<file path="src/rtl/rep12_pkg.sv">
package rep12_pkg;

  // Next slot index in a frame of 'slots' slots.
  function automatic int next_slot(int cur, int slots);
    return (cur >= slots - 1) ? 0 : cur + 1;
  endfunction

  // True when 'cur' is the final slot of the frame.
  function automatic bit is_last_slot(int cur, int slots);
    return cur == slots - 1;
  endfunction

  // Width of an index that covers 'n' values (at least one bit).
  function automatic int idx_width(int n);
    return (n > 1) ? $clog2(n) : 1;
  endfunction

endpackage

</file>
<file path="src/rtl/rep12_slot_seq.sv">
module rep12_slot_seq #(
  parameter int SLOTS      = 12,
  parameter int SLOT_TICKS = 1,
  parameter int ADDR_W     = 4
) (
  input  logic              clk,
  input  logic              rst,
  input  logic              line_ce,
  output logic [ADDR_W-1:0] addr,
  output logic              slot_end,
  output logic              wrap
);

  localparam int TICK_W = rep12_pkg::idx_width(SLOT_TICKS);

  generate
    if (SLOT_TICKS == 1) begin : g_single_tick
      assign slot_end = line_ce;
    end else begin : g_multi_tick
      logic [TICK_W-1:0] tick;
      always_ff @(posedge clk) begin
        if (rst) begin
          tick <= '0;
        end else if (line_ce) begin
          tick <= (tick == TICK_W'(SLOT_TICKS - 1)) ? '0 : tick + 1'b1;
        end
      end
      assign slot_end = line_ce && (tick == TICK_W'(SLOT_TICKS - 1));
    end
  endgenerate

  assign wrap = slot_end && rep12_pkg::is_last_slot(int'(addr), SLOTS);

  always_ff @(posedge clk) begin
    if (rst) begin
      addr <= '0;
    end else if (slot_end) begin
      addr <= ADDR_W'(rep12_pkg::next_slot(int'(addr), SLOTS));
    end
  end

endmodule

</file>
<file path="src/rtl/rep12_fanout.sv">
module rep12_fanout #(
  parameter int SLOTS    = 12,
  parameter int SEL_WAYS = 16
) (
  input  logic                bit_in,
  output logic [SEL_WAYS-1:0] fan
);

  generate
    for (genvar g = 0; g < SEL_WAYS; g++) begin : g_leg
      if (g < SLOTS) begin : g_used
        assign fan[g] = bit_in;
      end else begin : g_spare
        assign fan[g] = 1'b0;
      end
    end
  endgenerate

endmodule

</file>
<file path="src/rtl/rep12_sel.sv">
module rep12_sel #(
  parameter int SEL_WAYS = 16,
  parameter int ADDR_W   = 4
) (
  input  logic [SEL_WAYS-1:0] ins,
  input  logic [ADDR_W-1:0]   addr,
  output logic                y
);

  assign y = ins[addr];

endmodule

</file>
<file path="src/rtl/rep12_tdm_serializer.sv">
module rep12_tdm_serializer #(
  parameter int SLOTS      = 12,
  parameter int SEL_WAYS   = 16,
  parameter int SLOT_TICKS = 1
) (
  input  logic clk,
  input  logic rst,
  input  logic line_ce,
  input  logic src_bit,
  output logic bit_req,
  output logic line_out,
  output logic frame_start
);

  localparam int ADDR_W = rep12_pkg::idx_width(SEL_WAYS);

  // Internal events, named for the checker.
  logic [ADDR_W-1:0]   addr;
  logic                slot_end;
  logic                wrap;
  logic                held;
  logic [SEL_WAYS-1:0] fan;
  logic                sel_y;

  rep12_slot_seq #(
    .SLOTS(SLOTS), .SLOT_TICKS(SLOT_TICKS), .ADDR_W(ADDR_W)
  ) i_seq (
    .clk(clk), .rst(rst), .line_ce(line_ce),
    .addr(addr), .slot_end(slot_end), .wrap(wrap)
  );

  // The source bit is taken in only at the frame wrap.
  always_ff @(posedge clk) begin
    if (rst) begin
      held    <= 1'b0;
      bit_req <= 1'b0;
    end else begin
      if (wrap) held <= src_bit;
      bit_req <= wrap;
    end
  end

  rep12_fanout #(.SLOTS(SLOTS), .SEL_WAYS(SEL_WAYS)) i_fan (
    .bit_in(held), .fan(fan)
  );

  rep12_sel #(.SEL_WAYS(SEL_WAYS), .ADDR_W(ADDR_W)) i_sel (
    .ins(fan), .addr(addr), .y(sel_y)
  );

  assign line_out    = sel_y;
  assign frame_start = (addr == '0);

endmodule

</file>
<file path="config.mk">
export PLATFORM = sky130hd
export DESIGN_NAME = rep12_tdm_serializer
export DESIGN_NICKNAME = d
export VERILOG_FILES = /design/src/rtl/rep12_pkg.sv /design/src/rtl/rep12_slot_seq.sv /design/src/rtl/rep12_fanout.sv /design/src/rtl/rep12_sel.sv /design/src/rtl/rep12_tdm_serializer.sv
export SDC_FILE = /design/constraint.sdc
export NUM_CORES = 1
export LEC_CHECK = 0
export BUFFER_PORTS_ARGS = -buffer_cell sky130_fd_sc_hd__buf_2
export CAP_MARGIN = 20
export CORE_AREA = 2 2 39 41
export DETAILED_ROUTE_END_ITERATION = 16
export DIE_AREA = 0 0 41 43
export GPL_TIMING_DRIVEN = 0
export HOLD_SLACK_MARGIN = 0.05
export PLACE_DENSITY = 0.48
export RECOVER_POWER = 50
export SLEW_MARGIN = 25
export SYNTH_ARGS = -nofsm -noshare
export SYNTH_HDL_FRONTEND = slang
export SYNTH_SLANG_ARGS = --single-unit
</file>
<file path="constraint.sdc">
create_clock -name clk -period 1.41 [get_ports clk]
set_input_delay 0.2115 -clock clk [delete_from_list [all_inputs] [get_ports clk]]
set_output_delay 0.2115 -clock clk [all_outputs]
set_load 0.02 [all_outputs]
</file>
; After elaboration in Yosys (flattened, before gate mapping)
; Index checks and enable logic that the tools add are counted.
[op_classes]
n_addsub = 1
magnitude_cmp = 2
eq_ne = 1
mux = 3
reduce_logical = 2
[ops]
columns = cell, count
row1 = 4-bit by 5-bit < comparator with 1-bit output (second input constant), 1
row2 = 4-bit by 1-bit adder with 4-bit output (second input constant), 1
row3 = 1-bit binary-select mux with 4-bit select, 1
row4 = 4-bit equality test (second input constant), 1
row5 = 4-bit greater-or-equal comparator (second input constant), 1
row6 = 4-bit zero test, 1
row7 = 4-bit two-way mux, 1
row8 = 1-bit logical AND, 1
row9 = 1-bit two-way mux, 1
[totals]
register_bits = 6
out_inout_bits = 3

; Logic depth before layout (Yosys ltp)
; Gate-level depths: netlist (run 1).
[logic_depth]
word_depth = 2
ltp_mapped = 4
ltp_nobuf = 4

; Modules after synthesis
; A second synthesis (run 1) with hierarchy kept.
[hier_totals]
cells_unflattened = 49
hier_area_um2 = 534.3
[by_module_without_submodules]
columns = mod, n_inst, cells_each, area_each_um2, seq_area_each_um2
row1 = rep12_slot_seq, 1, 19, 202.7, 80.1
row2 = rep12_sel, 1, 7, 135.1, 0.0
row3 = rep12_fanout, 1, 17, 123.9, 0.0
row4 = rep12_tdm_serializer, 1, 6, 72.6, 40.0

; Worst setup path before layout (run 1)
; No wires, ideal clock.
[synth_timing]
path_type = register to output
start = reg i_seq.addr[0]
end = out frame_start
arrival_ns = 1.023
setup_slack_ns = 0.175
path_stages_with_launch = 4
n_path_buf = 0
path_cell_list = dfxtp_1 -> inv_1 -> ha_1 -> nor3b_1
[synth_between]
elab_chain_len = 1
[synth_rtl]
columns = element, line_no
row1 = "start, declared", rep12_slot_seq.sv:9  ; output logic [ADDR_W-1:0] addr,
row2 = "start signal, assigned", rep12_slot_seq.sv:38  ; addr <= ADDR_W'(rep12_pkg::next_slot(int'(addr), SLOTS));
row3 = 4-bit zero test, rep12_tdm_serializer.sv:52  ; assign frame_start = (addr == '0);
row4 = "end, declared", rep12_tdm_serializer.sv:12  ; output logic frame_start
; Every way passes these cells.

; Final worst setup path (run 1)
[layout_timing]
start = reg i_seq.addr[1]
end = out frame_start
; Same word-level chain as after synthesis.

==> reports/results.tsv, run 1 <==
metric	value	unit
global-route usage over all layers	8.43	%
Crit path buffers/inverters	2	
Sw Ratio	23.0	%
Logic pwr share	14.0	%
Max Cap Viol	0	
PortBufs	5	
vias per cell	4.52	
Hold Path Class	in -> reg	
first-pass GRT wire length	931	microns
Avg Inst Size Synth	10.4	sq um
Clk pin slew, worst setup/hold paths	0.04	ns
die area	0.00176	sq mm
number of clock sinks	6	
warnings from Yosys	0	
synthesis-stage register bit count	6	
worst hold slack	0.234	ns
Sum Neg Setup Slack	0	ns
endpoints failing hold	0	
required time worst endpoint	1.20	ns
Place WS	0.291	ns
critical path's top delay family	flip-flops	
Final Wtd Congestion	0.666	
FMAX	763	MHz
post-route worst setup slack	0.0992	ns
Post-Place Cells	50	
Final Cycle Share	93.0	%
Seq pwr share	46.7	%
max-slew violation count	0	
area of the core	0.00138	sq mm
startpoint class of the critical path	flip-flop	
synth unique cells	18	
RSZ-0062 raised after global routing	no	
# DRC	0	
cell-internal power	0.301	mW
Leak	0.165	nW
Root Buffer Master	clkbuf_4	
Non-Filler Instances	54	
ANT cells	0	
DRT Pass-1 Iters	1	
slowest cell on the critical path	dfxtp_2	
Initial Utilization	21.9	%
die height	43	microns
synth-to-layout area growth	27.3	%
Slowest Stage Delay on Critical Path	0.34	ns
gr ovfl total	0	
Fin Clk Skew	0.000581	ns
final setup vio count	0	
Iter 0 DRT Violations	0	
wire length per cell	10.1	microns
Max FO, Critical Path	4	
IO Count	7	
Core Rows	14	
CTS Buf Count	3	
critical-path cell list	inv_1, ha_1, nor3b_2, buf_4	
Slew headroom	83.3	%
Vias	244	
Clk pwr share	39.4	%
Setup CP Type	reg -> out	
CTS tree	built	
largest net degree at the start of global routing	9	
Detail Route Antenna Nets	0	
syn nets	35	
sequential area share after synthesis	39.7	%
Final #Nets	46	
commonest cells after routing, fill and taps aside	dfxtp_1, nor3_1, clkbuf_4, buf_2	
most common cell after layout, fill and taps aside	dfxtp_1	
Switching Power	0.0898	mW
Routed WL	548	microns
cell count after synthesis	29	
Die X	41	microns
DPL Wire Length	401	microns
Final Util	27.8	%
Critical Path AT	1.10	ns
initial antenna violation count	0	
PD cells	1010	mW/mm^2
Skew-Pair Late Insertion Delay	0.24	ns
synthesized cell area	303	sq um
Worst setup EP type	output pin	
Slew @ Worst Pin	0.251	ns
share of cells above drive strength 1	31.6	%
vias in the first global route	233	
clock tree buffer depth	2	
maximum VDD drop	0.386	mV
H-tree depth	1	
run status	complete, no violations	
post-layout min period	1.31	ns
-- metrics by stage --
step | instance area, sq um | power [mW]
after floorplan | 303 | 0.218
after global placement | 348 | 0.231
after detailed placement | 348 | 0.233
after CTS | 370 | 0.393
after global routing | 385 | 0.422
final | 385 | 0.390
-- kinds of logic (layout without fill, tap and decap cells) --
family | after synthesis | in the layout | synth area share [%]
AND/OR/NAND/NOR | 10 | 10 | 24.4
adder cells (fa/ha/maj) | 2 | 2 | 8.26
AO/OA/AOI/OAI | 5 | 5 | 13.2
multiplexers | 2 | 2 | 6.61
flip-flops | 6 | 6 | 39.7
buffers and inverters | 3 | 12 | 4.96
XOR/XNOR | 1 | 1 | 2.89
-- worst register-to-register path, delay by kind of cell (launching register included) --
kind	cells	cell delay [ns]
adder cells (fa/ha/maj)	1	0.23
buffers and inverters	1	0.16
flip-flops	1	0.33
multiplexers	1	0.17
AND/OR/NAND/NOR	1	0.25
-- timing repair --
action                                  4_1_cts  5_1_grt
hold buffers                                  0        0
resized for setup                             0        5
buffers inserted                              0        1
endpoints found under the hold margin         0        0
endpoints found under the setup margin        0        1
-- synth_stat cells --
| cell | instances | share of area, % |
|---|---|---|
| inv_1 | 2 | 2.5 |
| nand4bb_1 | 1 | 3.7 |
| dfxtp_1 | 6 | 40 |
| a21boi_0 | 1 | 2.5 |
| a41oi_1 | 1 | 2.9 |
| o211a_1 | 1 | 3.3 |
| mux2i_1 | 2 | 6.6 |
| and4b_4 | 1 | 4.5 |
| nor2b_1 | 1 | 2.1 |
| ha_1 | 2 | 8.3 |
| o21ai_0 | 1 | 1.7 |
| o2bb2ai_1 | 1 | 2.9 |
| buf_4 | 1 | 2.5 |
| and2b_1 | 1 | 2.5 |
| nand2b_1 | 2 | 4.1 |
| nor3b_1 | 1 | 2.5 |
| nor3_1 | 3 | 5.0 |
| xnor2_1 | 1 | 2.9 |
-- sequential cells by signal, summed over array words and instances, names as in the netlist --
name        count
held            1
bit_req         1
i_seq.addr      4
-- power by group through the flow --
stage	logic (mW)	clock network, mW	registers (mW)
CTS	0.0462	0.163	0.184
global placement	0.0450	0	0.186
finish	0.0546	0.154	0.182
detailed placement	0.0458	0	0.187
global route	0.0618	0.177	0.183
floorplan	0.0328	0	0.185
-- path summary, 6_finish.rpt --
kind,from,endpoint,slack (ns),cells past startpoint
worst min-delay path,src_bit,held,0.23,3
worst min register to register,held,held,0.49,2
worst max-delay path,i_seq.addr[1],frame_start,0.1,4
worst max register to register,i_seq.addr[0],held,0.20,4
-- per-layer routing --
layer | share of wire, % | global-route usage, % | wire (microns)
met1 | 43 | 8.36 | 234
met2 | 52 | 11.6 | 286
met3 | 4.9 | 3.14 | 27
met4 | 0 | 10.0 | 0
met5 | 0 | 0 | 0
-- layout make-up --
cell class                 count  area, sq um
sequential                     6          125
buffer                         1         7.51
inverter                       2         7.51
timing repair buffer           6         30.0
tap                           16         20.0
fill                         154          998
clock buffer                   3         22.5
multi-input combinational     20          173
Power figures use the tool's default switching activity.
==> run 2: changes to the inputs <==
--- a/config.mk
+++ b/config.mk
@@ -12,7 +12,7 @@
 export DIE_AREA = 0 0 41 43
 export GPL_TIMING_DRIVEN = 0
 export HOLD_SLACK_MARGIN = 0.05
-export PLACE_DENSITY = 0.48
+export PLACE_DENSITY = 0.37
 export RECOVER_POWER = 50
 export SLEW_MARGIN = 25
 export SYNTH_ARGS = -nofsm -noshare
==> run 2 against run 1 <==
Wire length shrank 1.8%. Die area is the same. Critical endpoint unchanged. Global-route usage shrank 0.19 points. Sequential cell count is the same. Core utilization shrank 1.1 points. Non-clock buffer count shrank 1. Register-to-register slack gained 0.11 ns. Largest cell class unchanged. Sequential share of layout area grew 0.30 points.
==> reports/results.tsv, run 2 (same netlist as run 1, synthesis figures left out) <==
metric	value	unit
worst hold path cell count	2	
run status	complete, no violations	
initial antenna violation count	0	
RSZ-0062 raised after global routing	no	
Tot Pwr	0.383	mW
Sum Neg Setup Slack	0	ns
Slew headroom	83.4	%
worst reg2reg path startpoint	i_seq.addr[1]	
maximum VDD drop	0.396	mV
FMAX	758	MHz
die height	43	microns
die area	0.00176	sq mm
worst r2r path cells	3	
hold_sp	rst	
share of cells above drive strength 1	27.0	%
PD cells	1030	mW/mm^2
CTS tree	built	
Detail Route Antenna Nets	0	
Leak	0.159	nW
startpoint class of the critical path	flip-flop	
R2R Path End	held	
post-layout min period	1.32	ns
Skew-Pair Late Insertion Delay	0.24	ns
synth-to-layout area growth	22.3	%
worst hold slack	0.239	ns
max reg flops	4	
DRT Pass-1 Iters	2	
H-tree depth	1	
multi-input combinational cell area	168	sq um
Final Cycle Share	93.6	%
final instance area	370	sq um
Reg with most FFs	i_seq.addr	
first-pass GRT wire length	945	microns
Hold Path Class	in -> reg	
vias in the first global route	210	
ANT cells	0	
CTS Buf Count	3	
r2r setup slk	0.31	ns
Fin Clk Skew	0.00172	ns
vias per cell	4.28	
global-route usage over all layers	8.24	%
Post-Place Cells	50	
Final Wtd Congestion	0.740	
hold endpoint	i_seq.addr[0]	
Max Cap Viol	0	
wire length per cell	10.2	microns
Critical Path AT	1.11	ns
Clk pin slew, worst setup/hold paths	0.04	ns
number of clock sinks	6	
final setup vio count	0	
Die X	41	microns
CTS Hold Bufs	0	
Iter 0 DRT Violations	3	
Initial Utilization	21.9	%
IO Count	7	
clock tree buffer depth	2	
Regs by FF count	i_seq.addr x4, bit_req x1, held x1	
largest net degree at the start of global routing	9	
placed cell areas	348	sq um
Slew @ Worst Pin	0.249	ns
Setup CP Type	reg -> out	
Root Buffer Master	clkbuf_4	
Layout fillers	157	
commonest cells after routing, fill and taps aside	dfxtp_1, buf_2, nor3_1, clkbuf_4	
max-slew violation count	0	
Core Rows	14	
endpoints failing hold	0	
area of the core	0.00138	sq mm
# DRC	0	
Max FO, Critical Path	4	
Routed WL	538	microns
Final #Nets	45	
Non-Filler Instances	53	
PortBufs	5	
Vias	227	
gr ovfl total	0	
Worst setup EP type	output pin	
most common cell after layout, fill and taps aside	dfxtp_1	
storage element area	121	sq um
required time worst endpoint	1.20	ns
run 2: through the flow:
stage	setup slack, ns	util, %
final	0.0902	26.8
after global routing	0.00747	26.8
after CTS	0.0321	26.8
after global placement	0.304	25.1
after detailed placement	0.278	25.1
after floorplan	0.175	-
run 2: worst max path at each step:
stage	from	endpoint	slack (ns)	cells after the start
6_report	i_seq.addr[1]	frame_start	0.09	4
2_1_floorplan	i_seq.addr[0]	frame_start	0.18	3
3_5_place_dp	i_seq.addr[0]	held	0.28	3
5_1_grt	i_seq.addr[1]	frame_start	0.007	4
4_1_cts	i_seq.addr[0]	frame_start	0.03	4
3_3_place_gp	i_seq.addr[0]	frame_start	0.30	4
run 2: worst max-delay path: stages, from the launching register on:
cell and delay, ns:
dfxtp_1 0.36, inv_1 0.06, ha_1 0.16, nor3b_1 0.13
buf_2 0.16
run 2: what timing repair did:
action / 4_1_cts / 5_1_grt
resized for setup: 0 / 1
setup endpoints to repair: 0 / 1
setup buffers: 0 / 0
run 2: layout make-up:
cell class	count	share of cell area (%)
multi-input cells	20	45.3
flip-flops and latches	6	32.8
repair buffers	5	6.42
clock buffers	3	6.08
well taps	16	5.41
plain buffers	1	2.03
inverters	2	2.03
run 2: report_power, final:
group | switching, mW | leakage [nW] | internal, mW
Clock | 0.0575 | 0.0138 | 0.0960
Sequential | 0.00683 | 0.0490 | 0.177
Combinational | 0.0236 | 0.0959 | 0.0219
run 2: routing by layer:
| metal | track usage (%) | vias up | routed length, microns |
|---|---|---|---|
| li1 | - | 121 | - |
| met1 | 11.3 | 101 | 279 |
| met2 | 9.06 | 5 | 232 |
| met3 | 3.14 | 0 | 26 |
| met4 | 8.00 | 0 | 0 |
| met5 | 0 | - | 0 |
==> run 3: changes to the inputs <==
--- a/config.mk
+++ b/config.mk
@@ -5,14 +5,15 @@
 export SDC_FILE = /design/constraint.sdc
 export NUM_CORES = 1
 export LEC_CHECK = 0
+export ABC_AREA = 1
 export BUFFER_PORTS_ARGS = -buffer_cell sky130_fd_sc_hd__buf_2
 export CAP_MARGIN = 20
-export CORE_AREA = 2 2 39 41
+export CORE_AREA = 4 4 41 43
 export DETAILED_ROUTE_END_ITERATION = 16
-export DIE_AREA = 0 0 41 43
+export DIE_AREA = 0 0 45 47
 export GPL_TIMING_DRIVEN = 0
 export HOLD_SLACK_MARGIN = 0.05
-export PLACE_DENSITY = 0.37
+export PLACE_DENSITY = 0.41
 export RECOVER_POWER = 50
 export SLEW_MARGIN = 25
 export SYNTH_ARGS = -nofsm -noshare
==> run 3 against run 2 <==
Non-clock buffer count grew 1. Clock skew grew 0.0024 ns. Global-route usage shrank 0.092 points. Critical endpoint unchanged. Core utilization grew 4.3 points. First-iteration DRC count shrank 33%. Synthesized cell count grew 45%. Critical path type unchanged. Via count grew 21%.
==> reports/results.tsv, run 3 <==
metric	value	unit
run status	complete, no violations	
H-tree depth	1	
CTS Buf Count	3	
first-pass GRT wire length	1.21	mm
post-layout min period	1.32	ns
Critical Path AT	1.11	ns
die height	47	microns
final instance area	404	sq um
required time worst endpoint	1.20	ns
R2R Path End	i_seq.addr[0]	
ANT cells	0	
post-CTS setup buffers	0	
PortBufs	5	
worst r2r path cells	4	
maximum VDD drop	0.509	mV
most common cell in the synthesized netlist	nor2_1	
ys flop type	dfxtp_1	
Fin Clk Skew	0.00407	ns
M1 GR Usage	9.13	%
Slew headroom	69.4	%
r2r setup slk	0.20	ns
largest net degree at the start of global routing	9	
vias in the first global route	294	
area of the core	0.00130	sq mm
commonest cells after routing, fill and taps aside	nor2_1, inv_1, dfxtp_1, buf_2	
FMAX	758	MHz
Worst Setup SP	i_seq.addr[1]	
Root Buffer Master	clkbuf_4	
worst reg2reg path startpoint	i_seq.addr[1]	
synthesis-stage register bit count	6	
Critical Path End	frame_start	
placed cell areas	390	sq um
Sum Neg Setup Slack	0	ns
post-synth top area share	34.7	%
Core Rows	13	
Gates resized, CTS repair	0	
DPL Wire Length	486	microns
Max Cap Viol	0	
busiest layer in global routing	met2	
Vias	274	
die area	0.00212	sq mm
global-route usage over all layers	8.15	%
Layout fillers	154	
max reg flops	4	
IO Count	7	
M3 GR Usage	5.75	%
CTS tree	built	
Final Wtd Congestion	0.660	
Place WS	0.304	ns
DRT Pass-1 Iters	2	
Leak	0.184	nW
top post-synthesis cells by area	dfxtp_1, nor2_1, ha_1, buf_6, inv_1	
Die X	45	microns
Clk pin slew, worst setup/hold paths	0.05	ns
RSZ-0062 raised after global routing	no	
max-slew violation count	0	
Regs by FF count	i_seq.addr x4, bit_req x1, held x1	
final setup vio count	0	
Avg Inst Size Synth	8.25	sq um
Reg with most FFs	i_seq.addr	
endpoints failing hold	0	
GR met2 Demand/Resource	12.7	%
Detail Route Antenna Nets	0	
Iter 0 DRT Violations	2	
number of synthesized flops with an enable pin	0	
vias per cell	4.22	
Routed WL	648	microns
Final #Nets	58	
Worst setup EP type	output pin	
gr ovfl total	0	
sequential area share after synthesis	34.7	%
wire length per cell	9.97	microns
Skew-Pair Late Insertion Delay	0.25	ns
post-route worst setup slack	0.0903	ns
Final Cycle Share	93.6	%
share of cells above drive strength 1	34.0	%
synthesized cell area	347	sq um
initial antenna violation count	0	
syn nets	48	
commonest cells in the netlist	nor2_1, dfxtp_1, inv_1	
Hold Path Class	in -> reg	
CTS Hold Bufs	0	
PD cells	1000	mW/mm^2
clock tree buffer depth	2	
ys async rst share	0	%
startpoint class of the critical path	flip-flop	
# DRC	0	
cell count after synthesis	42	
synth-to-layout area growth	16.6	%
synth unique cells	20	
Max FO, Critical Path	4	
dominant cell type by area after synthesis	dfxtp_1	
Setup CP Type	reg -> out	
Slew @ Worst Pin	0.455	ns
most common cell after layout, fill and taps aside	nor2_1	
Initial Utilization	26.6	%
warnings from Yosys	0	
number of clock sinks	6	
[run 3: cell types whose count changed after synthesis, moves of 2 or more]
cell      previous run  this run
nor3_1               3         0
nor2_1               0         7
nand2_1              0         3
nand2b_1             2         0
mux2i_1              2         0
nand3_1              0         2
inv_1                2         6
buf_6                0         2
a21oi_1              0         2
[run 3: layer usage]
layer  share of wire (%)  vias up
met5                   0        -
met4                   0        0
met3                 7.3        0
met2                  43        8
met1                  49      118
li1                    -      148
[run 3: cells by family (layout without fill, tap and decap cells)]
family,after synthesis,after routing,synth area share [%]
buffers and inverters,9,17,14.1
AOI/OAI and AO/OA,5,5,9.03
and+or+nand+nor,19,19,32.5
DFF,6,6,34.7
xor gates and xnor gates,1,1,2.53
adders and majority gates,2,2,7.22
[run 3: layout make-up]
cell class	instances	area, sq um	share of cell area, %
sequential	6	123	30.3
timing repair buffer	5	23.8	5.88
multi-input combinational	27	168	41.5
tap	15	18.8	4.64
buffer	2	22.5	5.57
clock buffer	3	22.5	5.57
inverter	7	26.3	6.50
[run 3: metrics by stage]
step	instances	hold WS [ns]	utilization, %	power [mW]
6_report	65	0.145	31.1	0.404
5_1_grt	65	0.149	31.1	0.434
4_1_cts	65	0.141	31.7	0.416
3_5_place_dp	62	0.407	30.0	0.249
3_3_place_gp	62	0.400	30.0	0.247
2_1_floorplan	42	0.284	-	0.232
[run 3: worst max-delay path, stage by stage, from the launching register on]
cell and delay (ns):
dfxtp_2 0.33, inv_1 0.06, ha_1 0.13, nor3b_1 0.15, buf_2 0.19
[run 3: power breakdown]
part / internal, mW / total (mW) / switching, mW
sequential: 0.178 / 0.185 / 0.00696
clock: 0.0963 / 0.159 / 0.0630
combinational: 0.0264 / 0.0599 / 0.0334
[run 3: worst min-delay path by stage]
stage | cells after the start | startpoint | slack (ns) | end
after floorplan | 1 | rst | 0.28 | bit_req
after global placement | 2 | rst | 0.40 | bit_req
after detailed placement | 2 | rst | 0.41 | bit_req
after CTS | 2 | rst | 0.14 | bit_req
after global routing | 2 | rst | 0.15 | bit_req
final | 2 | rst | 0.14 | bit_req
